==> src/rtl/tmr8_pkg.sv <==
package tmr8_pkg;

   typedef enum logic [1:0] {
      MODE_STOP  = 2'd0,
      MODE_DELAY = 2'd1,
      MODE_EVENT = 2'd2,
      MODE_PULSE = 2'd3
   } tmr_mode_e;

   localparam int unsigned DIV_MAX = 200;

   // Prescale divide ratio for a 3-bit code; code 0 yields 0 (no ticks).
   function automatic int unsigned psc_div(input logic [2:0] code);
      case (code)
         3'd1:    return 4;
         3'd2:    return 10;
         3'd3:    return 16;
         3'd4:    return 50;
         3'd5:    return 64;
         3'd6:    return 100;
         3'd7:    return 200;
         default: return 0;
      endcase
   endfunction

endpackage

==> src/rtl/tmr8_prescaler.sv <==
module tmr8_prescaler #(
   parameter int PW = 8
) (
   input  logic       clk,
   input  logic       rst_n,
   input  logic       clear,
   input  logic       enable,
   input  logic [2:0] code,
   output logic       tick
);
   import tmr8_pkg::*;

   logic [PW-1:0] pcnt;
   logic [PW-1:0] limit;
   logic          active;

   always_comb begin
      limit  = PW'(psc_div(code) - 1);
      active = enable && (code != 3'd0);
      tick   = active && (pcnt == limit);
   end

   always_ff @(posedge clk or negedge rst_n) begin
      if (!rst_n)
         pcnt <= '0;
      else if (clear)
         pcnt <= '0;
      else if (active)
         pcnt <= tick ? '0 : pcnt + 1'b1;
   end

endmodule

==> src/rtl/tmr8_input_edge.sv <==
module tmr8_input_edge #(
   parameter bit EDGE_RISE = 1'b1
) (
   input  logic clk,
   input  logic rst_n,
   input  logic ext_in,
   output logic evt,
   output logic gate
);
   logic prev;

   always_ff @(posedge clk or negedge rst_n) begin
      if (!rst_n) prev <= ~EDGE_RISE;
      else        prev <= ext_in;
   end

   generate
      if (EDGE_RISE) begin : g_rise
         assign evt  = ext_in & ~prev;
         assign gate = ext_in;
      end else begin : g_fall
         assign evt  = ~ext_in & prev;
         assign gate = ~ext_in;
      end
   endgenerate

endmodule

==> src/rtl/tmr8_counter.sv <==
module tmr8_counter #(
   parameter int CNT_W = 8
) (
   input  logic             clk,
   input  logic             rst_n,
   input  logic             rel_we,
   input  logic [CNT_W-1:0] rel_wdata,
   input  logic             load_cnt,
   input  logic             dec,
   output logic [CNT_W-1:0] cnt,
   output logic             timeout
);
   logic [CNT_W-1:0] reload_q;
   logic [CNT_W-1:0] reload_nx;

   assign reload_nx = rel_we ? rel_wdata : reload_q;

   always_ff @(posedge clk or negedge rst_n) begin
      if (!rst_n) begin
         reload_q <= '0;
         cnt      <= '0;
         timeout  <= 1'b0;
      end else begin
         reload_q <= reload_nx;
         timeout  <= 1'b0;
         if (load_cnt) begin
            cnt <= reload_nx;
         end else if (dec) begin
            if (cnt == CNT_W'(1)) begin
               cnt     <= reload_nx;
               timeout <= 1'b1;
            end else begin
               cnt <= cnt - 1'b1;
            end
         end
      end
   end

endmodule

==> src/rtl/tmr8_channel.sv <==
module tmr8_channel #(
   parameter int CNT_W     = 8,
   parameter bit EDGE_RISE = 1'b1
) (
   input  logic             clk,
   input  logic             rst_n,
   input  logic             ctrl_we,
   input  logic [1:0]       ctrl_mode,
   input  logic [2:0]       ctrl_psc,
   input  logic             ctrl_reset,
   input  logic             data_we,
   input  logic [CNT_W-1:0] data_wdata,
   input  logic             ext_in,
   output logic [CNT_W-1:0] count_q,
   output logic             timeout_p
);
   import tmr8_pkg::*;

   localparam int PW = $clog2(DIV_MAX);

   generate
      if (CNT_W < 2) begin : g_bad_width
         $error("tmr8_channel: CNT_W must be at least 2");
      end
      if ((1 << PW) < DIV_MAX) begin : g_bad_psc
         $error("tmr8_channel: prescaler width too small");
      end
   endgenerate

   tmr_mode_e  mode_q;
   logic [2:0] psc_q;
   logic       evt, gate, tick, dec, load_cnt, psc_en;

   always_ff @(posedge clk or negedge rst_n) begin
      if (!rst_n) begin
         mode_q <= MODE_STOP;
         psc_q  <= 3'd0;
      end else if (ctrl_we) begin
         mode_q <= tmr_mode_e'(ctrl_mode);
         psc_q  <= ctrl_psc;
      end
   end

   tmr8_input_edge #(.EDGE_RISE(EDGE_RISE)) u_edge (
      .clk(clk), .rst_n(rst_n), .ext_in(ext_in), .evt(evt), .gate(gate)
   );

   assign psc_en = (mode_q == MODE_DELAY) || ((mode_q == MODE_PULSE) && gate);

   tmr8_prescaler #(.PW(PW)) u_psc (
      .clk(clk), .rst_n(rst_n), .clear(ctrl_we), .enable(psc_en),
      .code(psc_q), .tick(tick)
   );

   assign dec      = !ctrl_we && (tick || ((mode_q == MODE_EVENT) && evt));
   assign load_cnt = (ctrl_we && ctrl_reset) || (data_we && (mode_q == MODE_STOP));

   tmr8_counter #(.CNT_W(CNT_W)) u_cnt (
      .clk(clk), .rst_n(rst_n), .rel_we(data_we), .rel_wdata(data_wdata),
      .load_cnt(load_cnt), .dec(dec), .cnt(count_q), .timeout(timeout_p)
   );

endmodule

==> config.mk <==
export PLATFORM = sky130hd
export DESIGN_NAME = tmr8_channel
export DESIGN_NICKNAME = d
export VERILOG_FILES = /design/src/rtl/tmr8_pkg.sv /design/src/rtl/tmr8_prescaler.sv /design/src/rtl/tmr8_input_edge.sv /design/src/rtl/tmr8_counter.sv /design/src/rtl/tmr8_channel.sv
export SDC_FILE = /design/constraint.sdc
export NUM_CORES = 1
export LEC_CHECK = 0
export CELL_PAD_IN_SITES_DETAIL_PLACEMENT = 0
export CELL_PAD_IN_SITES_GLOBAL_PLACEMENT = 1
export CORE_MARGIN = 10
export CORE_UTILIZATION = 41
export CTS_CLUSTER_DIAMETER = 100
export DETAILED_ROUTE_END_ITERATION = 8
export PLACE_DENSITY_LB_ADDON = 0.1
export RECOVER_POWER = 50
export SLEW_MARGIN = 20
export SYNTH_ARGS = -nofsm -noshare
export SYNTH_HDL_FRONTEND = slang
export SYNTH_SLANG_ARGS = --single-unit
==> constraint.sdc <==
create_clock -name clk -period 3.3 [get_ports clk]
set_clock_uncertainty 0.05 [all_clocks]
set_input_delay 0.66 -clock clk [delete_from_list [all_inputs] [get_ports clk]]
set_output_delay 0.66 -clock clk [all_outputs]
set_load 0.01 [all_outputs]
# Yosys cells after proc, flatten, opt, wreduce, memory -nomap -nowiden
# Cells that the tools add are included.
[classes]
addsub = 3
n_mul = 0
n_div = 0
magnitude_cmp = 0
n_eq_ne = 12
shift = 0
muxes = 11
bitwise = 2
reduce_logical = 15
[ops]
columns = ["cell", "count"]
rows = [
  ["$mux 8", 7],
  ["$pmux 8 s7", 1],
  ["$sub 8x1->8 const B", 2],
  ["$eq 3x3->1 const B", 4],
  ["$add 8x1->8 const B", 1],
  ["$eq 8x1->1 const B", 1],
  ["$eq 8x8->1", 1],
  ["$logic_and 1x1->1", 7],
  ["$eq 3x2->1 const B", 2],
  ["$eq 2x2->1 const B", 2],
  ["$reduce_bool 2->1", 2],
  ["$eq 3x1->1 const B", 1],
  ["$logic_or 1x1->1", 3],
  ["$mux 1", 3],
  ["$reduce_bool 3->1", 1],
  ["$eq 2x1->1 const B", 1],
  ["$logic_not 2->1", 1],
  ["$and 1x1->1", 1],
  ["$logic_not 1->1", 1],
  ["$not 1->1", 1],
]
[totals]
register_bits = 31
latch_bits = 0
ramBits = 0
rom_bits = 0
in_bits = 19
output_inout_bits = 9
elab_cells = 50
memories = 0

# Longest topological paths before layout
# Gate-level depths: netlist of the first run.
[depth]
ltp_word = 9
depth_mapped = 13
depth_no_buf = 11

# Hierarchy
# Synthesis of the first run repeated with hierarchy kept, for this count alone.
[hier_totals]
cells_unflattened = 190
hier_area_um2 = 1991.9
[by_module_without_submodules]
columns = ["mod", "instances", "cells_per_inst", "area_each_um2", "seq_area_each_um2"]
rows = [
  ["tmr8_counter", 1, 83, 879.6, 425.4],
  ["tmr8_prescaler", 1, 86, 813.3, 200.2],
  ["tmr8_channel", 1, 18, 252.7, 125.1],
  ["tmr8_input_edge", 1, 3, 46.3, 25.0],
]

# Worst setup path before layout of the first run
# Ideal clock, no wire load.
[synth_timing]
kind = "reg-to-reg"
from = "reg psc_q[2]"
to = "reg u_psc.pcnt[5]"
setup_ps = 124
arrival_ps = 2356
required_time_ps = 3126
path_slack_ps = 770
stages_incl_launch_ff = 13
n_path_buf = 1
period_less_slack_ps = 2530
cell_sequence = "dfrtp_1 buf_6 xnor2_1 nor2_1 inv_1 ha_1 xnor2_1 o311ai_2 o311ai_2 nand4_2 o21bai_4 nor2_1 a211o_1"
[synth_via]
elab_chain_cells = 8
word_cells_on_any_way = 17
classes_between = "add/sub: 1; eq/ne: 8; mux: 4; reduce/logical: 4"
[synth_rtl]
columns = ["element", "line_no", "text"]
rows = [
  ["from (decl)", "tmr8_channel.sv:31", "logic [2:0] psc_q;"],
  ["from (signal assigned)", "tmr8_channel.sv:40", "psc_q <= ctrl_psc;"],
  ["$eq 3x3->1, or another cell as far along", "tmr8_pkg.sv:14", "case (code)"],
  ["$pmux 8 s7", "tmr8_pkg.sv:14", ""],
  ["$sub 8x1->8", "tmr8_prescaler.sv:18", "limit = PW'(psc_div(code) - 1);"],
  ["$eq 8x8->1", "tmr8_prescaler.sv:20", "tick = active && (pcnt == limit);"],
  ["$logic_and 1x1->1", "tmr8_prescaler.sv:20", ""],
  ["$mux 8", "tmr8_prescaler.sv:29", "pcnt <= tick ? '0 : pcnt + 1'b1;"],
  ["$mux 8", "tmr8_prescaler.sv:28", "else if (active)"],
  ["$mux 8", "tmr8_prescaler.sv:26", "else if (clear)"],
  ["to (signal assigned)", "tmr8_prescaler.sv:29", ""],
  ["to (decl)", "tmr8_prescaler.sv:13", "logic [PW-1:0] pcnt;"],
]
# Several ways; a longest one is shown, not always the timed one. The select of a mux whose other input is x is not followed.
# A chain may end at the register's enable or synchronous reset.

# Worst setup path after layout of the first run
[layout_timing]
from = "reg psc_q[2]"
to = "reg u_cnt.cnt[0]"
[layout_via]
elab_chain_cells = 8
word_cells_on_any_way = 16
classes_between = "add/sub: 1; eq/ne: 8; mux: 1; reduce/logical: 6"
[layout_rtl]
columns = ["element", "line_no", "text"]
rows = [
  ["$eq 3x3->1, or another cell as far along", "tmr8_pkg.sv:14", ""],
  ["$pmux 8 s7", "tmr8_pkg.sv:14", ""],
  ["$sub 8x1->8", "tmr8_prescaler.sv:18", ""],
  ["$eq 8x8->1", "tmr8_prescaler.sv:20", ""],
  ["$logic_and 1x1->1 *", "tmr8_prescaler.sv:20", ""],
  ["$logic_or 1x1->1 *", "tmr8_channel.sv:55", "assign dec = !ctrl_we && (tick || ((mode_q == MODE_EVENT) && evt));"],
  ["$logic_and 1x1->1 *", "tmr8_channel.sv:55", ""],
  ["$reduce_bool 2->1 (no line) *", "--", ""],
  ["to (signal assigned)", "tmr8_counter.sv:27", "cnt <= reload_nx;"],
  ["to (signal assigned)", "tmr8_counter.sv:30", "cnt <= reload_nx;"],
  ["to (signal assigned)", "tmr8_counter.sv:33", "cnt <= cnt - 1'b1;"],
  ["to (decl)", "tmr8_counter.sv:10", "output logic [CNT_W-1:0] cnt,"],
]
# Every way passes the cells marked *; elsewhere a longest branch is shown, timed or not.

==> flow_metrics.env, run 1 <==
export IMPL_first_global_vias=1526
export IMPL_p_leak_nw=0.9521
export IMPL_pin_count=28
export IMPL_cp_start_kind="flip-flop"
export IMPL_netlist_area_um2=1887
export IMPL_finalWorstSetupSlack_ns=0.3625
export IMPL_top_layer_used="met4"
export IMPL_synth_flop_cell="dfrtp_1"
export IMPL_rsz0062_at_grt="no"
export IMPL_worstPathArrival_ns=3.10
export IMPL_holdBufCountCts=0
export IMPL_cp_depth=11
export IMPL_core_um2=4414
export IMPL_final_util_pct=52.44
export IMPL_cts_setup_buffers=0
export IMPL_port_buffers=27
export IMPL_synth_fp_nets=222
export IMPL_grt_max_degree=32
export IMPL_clk_latency_ns=0.28
export IMPL_synth_cell_types=53
export IMPL_whs_ns=0.4476
export IMPL_gp_congestion=0.8480
export IMPL_slowest_delay_ns=0.53
export IMPL_grt_ovfl_total=0
export IMPL_antenna_found_initial=0
export IMPL_initial_core_util_pct=42.74
export IMPL_vias_per_cell=5.623
export IMPL_die_w_um=87.84
export IMPL_ff2ff_path_depth=11
export IMPL_wl_mm=4.486
export IMPL_synthCells=199
export IMPL_cts_buffers_inserted=5
export IMPL_grt_pass1_wl_mm=7.403
export IMPL_drt_first_pass_iters=4
export IMPL_cts_resized=0
export IMPL_ant_nets=0
export IMPL_final_cell_mix="dfrtp_1, clkdlybuf4s50_1, nand2_1, nor2_1, o21ai_0"
export IMPL_ctsHtreeMaxLevel=2
export IMPL_fin_tns_setup_ns=0
export IMPL_wl_met1_mm=2.099
export IMPL_status="finished with violations"
export IMPL_clkSinkCount=31
export IMPL_yosys_register_bits=31
export IMPL_cp_slowest_cell="dfrtp_1"
export IMPL_finalSetupViolCount=0
export IMPL_grt_use_total_pct=11.94
export IMPL_final_common_cell="dfrtp_1"
export IMPL_crit_fanout=14
export IMPL_yosys_warnings=0
export IMPL_cp_cell_sequence="xnor2_1, nor2_1, inv_1, ha_1, xnor2_1, o311ai_2, o311ai_2, nand4_2, o21ai_4, o21ai_0, a21oi_1"
export IMPL_dpl_worst_slack_ns=0.2811
export IMPL_crit_path_start="psc_q[2]"
export IMPL_reg2reg_slack_ns=0.36
export IMPL_hp_class="reg -> reg"
export IMPL_syn_avg_cell_area_um2=9.481
export IMPL_num_antenna_cells=0
export IMPL_finalCriticalPeriod_ns=2.937
export IMPL_vias=1580
export IMPL_fmax_ghz=0.3404
export IMPL_drtIter0Drc=66
export IMPL_clk_pin_slew_worst_paths_ns=0.07
export IMPL_synth_seq_area_share_pct=41.11
export IMPL_cts_tree="built"
export IMPL_path_delay_family="compound AO/OA/AOI/OAI gates"
export IMPL_synth_edf_count=0
export IMPL_nets=251
export IMPL_endpoint="u_cnt.cnt[0]"
export IMPL_fin_crit_sh_pct=89.01
export IMPL_rows=24
export IMPL_violations="max-capacitance violations, max-slew violations"
export IMPL_ir_drop_mv=0.2563
export IMPL_finalPower_w=0.001278
export IMPL_area_growth_pct=22.68
export IMPL_drc=0
export IMPL_cts_buffer_depth=2
export IMPL_dieArea_um2=7715
export IMPL_min_from="u_cnt.reload_q[5]"
export IMPL_root_buffer="clkbuf_8"
export IMPL_wl_met2_mm=1.982
export IMPL_endpoint_kind="flip-flop"
export IMPL_worstMarginPinSlew_ns=1.705
export IMPL_required_ns=3.46
export IMPL_drive_gt1_share_pct=15.28
export IMPL_synth_async_reset_ratio_pct=100.0
export IMPL_die_h_um=87.84
export IMPL_maxCapViolCount=1
export IMPL_slew_headroom_pct=-13.64
export IMPL_p_per_area_nw_per_um2=552.3
export IMPL_slew_violations=32
export IMPL_route_met3_wl_um=323
export IMPL_crit_type="reg -> reg"
export IMPL_path_buf_inv=1
export IMPL_dpl_hpwl_mm=3.323
export IMPL_reg2reg_to="u_cnt.cnt[0]"
export IMPL_r2r_start="psc_q[2]"
export IMPL_hold_violations=0
export IMPL_detail_route_wl_per_cell_um=15.96
==> power by group <==
part,total [W],internal (W),leakage [nW],switching (W)
Clock,0.000386,0.000244,0.0612,0.000142
Combinational,0.000370,0.000190,0.511,0.000179
Sequential,0.000522,0.000437,0.380,0.0000850
Total,0.00128,0.000872,0.952,0.000407
==> stage by stage <==
stage,cells,instance area (um2)
2_1_floorplan,199,1887
6_report,281,2315
4_1_cts,281,2318
5_1_grt,281,2315
3_5_place_dp,273,2201
3_3_place_gp,273,2201
==> kinds of logic after synthesis <==
logic type	count (synthesis)	synth area share, %
compound gates	53	20.69
xor+xnor	7	3.249
fa+ha+maj	4	2.653
buf+inv	18	4.907
flops	31	41.11
mux	12	7.162
simple gates	74	20.23
==> worst min-delay path by stage <==
stage,slack [ns],end,depth (start not counted)
after floorplan,0.31,mode_q[0],0
after global placement,0.43,u_cnt.reload_q[1],1
after detailed placement,0.44,u_cnt.reload_q[5],1
after CTS,0.45,u_cnt.reload_q[5],1
after global routing,0.46,u_cnt.reload_q[5],1
final,0.45,u_cnt.reload_q[5],1
==> Yosys cell counts, types with 2 or more instances <==
| library cell | number | area [um2] |
|---|---|---|
| inv_1 | 7 | 26.28 |
| nand4_1 | 3 | 18.77 |
| buf_6 | 2 | 22.52 |
| nand3_1 | 4 | 20.02 |
| o311ai_2 | 2 | 32.53 |
| nor2_1 | 17 | 63.81 |
| o211ai_1 | 3 | 22.52 |
| buf_1 | 2 | 7.510 |
| o21ai_0 | 13 | 65.06 |
| nor3_1 | 4 | 20.02 |
| nand2_1 | 21 | 78.83 |
| a22o_1 | 2 | 17.52 |
| o21bai_1 | 2 | 15.01 |
| and3_1 | 3 | 18.77 |
| nor2b_1 | 4 | 25.02 |
| clkbuf_1 | 3 | 11.26 |
| and2_1 | 2 | 12.51 |
| buf_4 | 2 | 15.01 |
| a21oi_1 | 10 | 50.05 |
| xor2_1 | 2 | 17.52 |
| mux2_2 | 12 | 135.1 |
| xnor2_1 | 5 | 43.79 |
| a21oi_2 | 5 | 43.79 |
| nor4_1 | 2 | 12.51 |
| ha_1 | 4 | 50.05 |
| nor4b_1 | 2 | 17.52 |
| dfrtp_1 | 31 | 775.7 |
| o31ai_1 | 2 | 15.01 |
| nand2b_1 | 4 | 25.02 |
==> registers in the layout, summed over array words and instances, names as in the netlist <==
| register | count |
|---|---|
| mode_q | 2 |
| psc_q | 3 |
| u_cnt.cnt | 8 |
| u_cnt.reload_q | 8 |
| u_cnt.timeout | 1 |
| u_edge.prev | 1 |
| u_psc.pcnt | 8 |
==> final cells by class <==
cell class | instances | area [um2]
clock inverter | 2 | 35.03
tap | 52 | 65.06
timing repair buffer | 33 | 304.0
clock buffer | 6 | 82.58
fill | 404 | 2100
sequential | 31 | 775.7
multi-input combinational | 150 | 1026
inverter | 7 | 26.28
==> routing by layer <==
metal	vias up	global-route usage (%)
li1	767	-
met1	754	15.59
met2	50	17.33
met3	9	4.178
met4	0	5.217
met5	-	0
==> worst reg2reg max path, delay by kind of cell (launching register included) <==
kind / cells / cell delay, ns
AO/OA/AOI/OAI: 5 / 1.01
XOR/XNOR: 2 / 0.55
flip-flops: 1 / 0.53
AND/OR/NAND/NOR: 2 / 0.41
adder cells (fa/ha/maj): 1 / 0.26
buffers and inverters: 1 / 0.07
No activity file was read; power rests on OpenSTA's default activity.
==> inputs of run 2 (changes only) <==
- CORE_UTILIZATION: 41 -> 43
- CTS_BUF_LIST: not set -> sky130_fd_sc_hd__clkbuf_4 sky130_fd_sc_hd__clkbuf_8
- GPL_ROUTABILITY_DRIVEN: not set -> 1
- clock period: 3.3 -> 2.96 ns (I/O delays scaled with it)
==> flow_metrics.env, run 2 (synthesized netlist as in run 1, its figures left out) <==
export IMPL_status="finished with violations"
export IMPL_violations="max-capacitance violations, max-slew violations"
export IMPL_power_switching_share_pct=33.58
export IMPL_grt_max_degree=32
export IMPL_vias=1570
export IMPL_pin_count=28
export IMPL_placed_area_um2=2201
export IMPL_worstMarginPinSlew_ns=1.701
export IMPL_final_area_um2=2275
export IMPL_finalPower_w=0.001307
export IMPL_clockPowerShare_pct=23.8
export IMPL_root_buffer="clkbuf_8"
export IMPL_seqPwrFrac_pct=44.6
export IMPL_first_global_vias=1579
export IMPL_cts_setup_buffers=0
export IMPL_fmax_ghz=0.3605
export IMPL_finalSetupViolCount=0
export IMPL_clk_pin_slew_worst_paths_ns=0.06
export IMPL_final_util_pct=52.97
export IMPL_top_regs="u_cnt.cnt (8), u_cnt.reload_q (8), u_psc.pcnt (8)"
export IMPL_vias_per_cell=5.627
export IMPL_wl_mm=4.531
export IMPL_endpoint="u_psc.pcnt[4]"
export IMPL_slew_headroom_pct=-13.43
export IMPL_area_growth_pct=20.56
export IMPL_core_um2=4294
export IMPL_cts_resized=0
export IMPL_drc=0
export IMPL_dieArea_um2=7437
export IMPL_place_inst=273
export IMPL_grt_ovfl_total=0
export IMPL_fin_cells=279
export IMPL_clkSinkCount=31
export IMPL_finalCriticalPeriod_ns=2.774
export IMPL_switchingPower_w=0.0004387
export IMPL_cp_start_kind="flip-flop"
export IMPL_final_common_cell="dfrtp_1"
export IMPL_reg2reg_slack_ns=0.19
export IMPL_initial_core_util_pct=43.94
export IMPL_cts_buffers_inserted=5
export IMPL_fin_crit_sh_pct=93.72
export IMPL_die_w_um=86.24
export IMPL_port_buffers=27
export IMPL_cts_tree="built"
export IMPL_crit_type="reg -> reg"
export IMPL_p_leak_nw=0.9344
export IMPL_n_fill_cell=408
export IMPL_grt_use_total_pct=12.16
export IMPL_drt_first_pass_iters=4
export IMPL_drive_gt1_share_pct=15.42
export IMPL_crit_path_start="psc_q[1]"
export IMPL_reg2reg_to="u_psc.pcnt[4]"
export IMPL_hold_violations=0
export IMPL_detail_route_wl_per_cell_um=16.24
export IMPL_slew_violations=32
export IMPL_grt_pass1_wl_mm=7.355
export IMPL_whs_ns=0.4534
export IMPL_crit_fanout=12
export IMPL_drtIter0Drc=64
export IMPL_p_int_w=0.0008679
export IMPL_maxCapViolCount=1
export IMPL_p_per_area_nw_per_um2=574.4
export IMPL_r2r_start="psc_q[1]"
export IMPL_die_h_um=86.24
export IMPL_endpoint_kind="flip-flop"
export IMPL_rows=24
export IMPL_worstPathArrival_ns=2.92
export IMPL_ir_drop_mv=0.3179
export IMPL_ctsHtreeMaxLevel=2
export IMPL_clk_latency_ns=0.28
export IMPL_holdBufCountCts=0
export IMPL_num_antenna_cells=0
export IMPL_final_cell_mix="dfrtp_1, clkdlybuf4s50_1, nand2_1, nor2_1, o21ai_0"
export IMPL_required_ns=3.11
export IMPL_cts_buffer_depth=2
export IMPL_hp_class="reg -> reg"
export IMPL_ant_nets=0
export IMPL_gp_congestion=0.8549
export IMPL_nets=251
export IMPL_antenna_found_initial=0
export IMPL_dpl_hpwl_mm=3.346
export IMPL_ff2ff_path_depth=10
export IMPL_p_comb_share_pct=31.5
==> run 2: cell types whose count changed in the layout (fill, tap and decap cells not counted), sizes merged <==
| cell | delta |
|---|---|
| bufinv | -1 |
| clkinv | -1 |
==> run 2: worst min-delay path by stage <==
| stage | from | to | depth (start not counted) |
|---|---|---|---|
| final | u_cnt.reload_q[3] | u_cnt.reload_q[3] | 1 |
| after CTS | u_cnt.reload_q[3] | u_cnt.reload_q[3] | 1 |
| after floorplan | rst_n | mode_q[0] | 0 |
| after global routing | u_cnt.reload_q[3] | u_cnt.reload_q[3] | 1 |
| after detailed placement | u_cnt.reload_q[3] | u_cnt.reload_q[3] | 1 |
| after global placement | u_cnt.reload_q[3] | u_cnt.reload_q[3] | 1 |
==> run 2: cell type report <==
| type | instances | area, um2 | share of cell area, % |
|---|---|---|---|
| multi-input combinational | 150 | 1026 | 45.10 |
| sequential | 31 | 777.0 | 34.16 |
| timing repair buffer | 33 | 304.0 | 13.37 |
| clock buffer | 6 | 76.32 | 3.355 |
| tap | 52 | 65.06 | 2.860 |
| inverter | 7 | 26.28 | 1.155 |
==> run 2: metrics by stage <==
step	setup TNS, ns	setup slack [ns]
after floorplan	0	0.4297
after global placement	0	0.2540
after detailed placement	0	0.08841
after CTS	0	0.08312
after global routing	-0.0007192	-0.0007192
final	0	0.1858
==> run 2: routing by layer <==
metal  vias to the layer above  wire [um]  track usage [%]
met5                         -          0                0
met3                         7        232            4.597
met2                        35       2030            17.78
met4                         0         63            6.333
li1                        769          -                -
met1                       759       2205            15.20
==> run 2: worst max-delay path, stage by stage (launching register included) <==
cell      delay [ns]
dfrtp_1         0.51
nand2b_1        0.23
o22a_1          0.22
ha_1            0.26
nor2b_1         0.16
o21ai_0         0.18
a21oi_1         0.11
o21ai_1         0.35
o21bai_4        0.17
or3_1           0.37
o211ai_1        0.08
==> run 2: power groups by stage <==
stage | registers (W) | clock network, W | logic [W]
after CTS | 0.000581 | 0.000330 | 0.000419
final | 0.000583 | 0.000311 | 0.000412
after global placement | 0.000583 | 0 | 0.000412
after detailed placement | 0.000589 | 0 | 0.000418
after floorplan | 0.000579 | 0 | 0.000236
after global routing | 0.000595 | 0.000348 | 0.000454
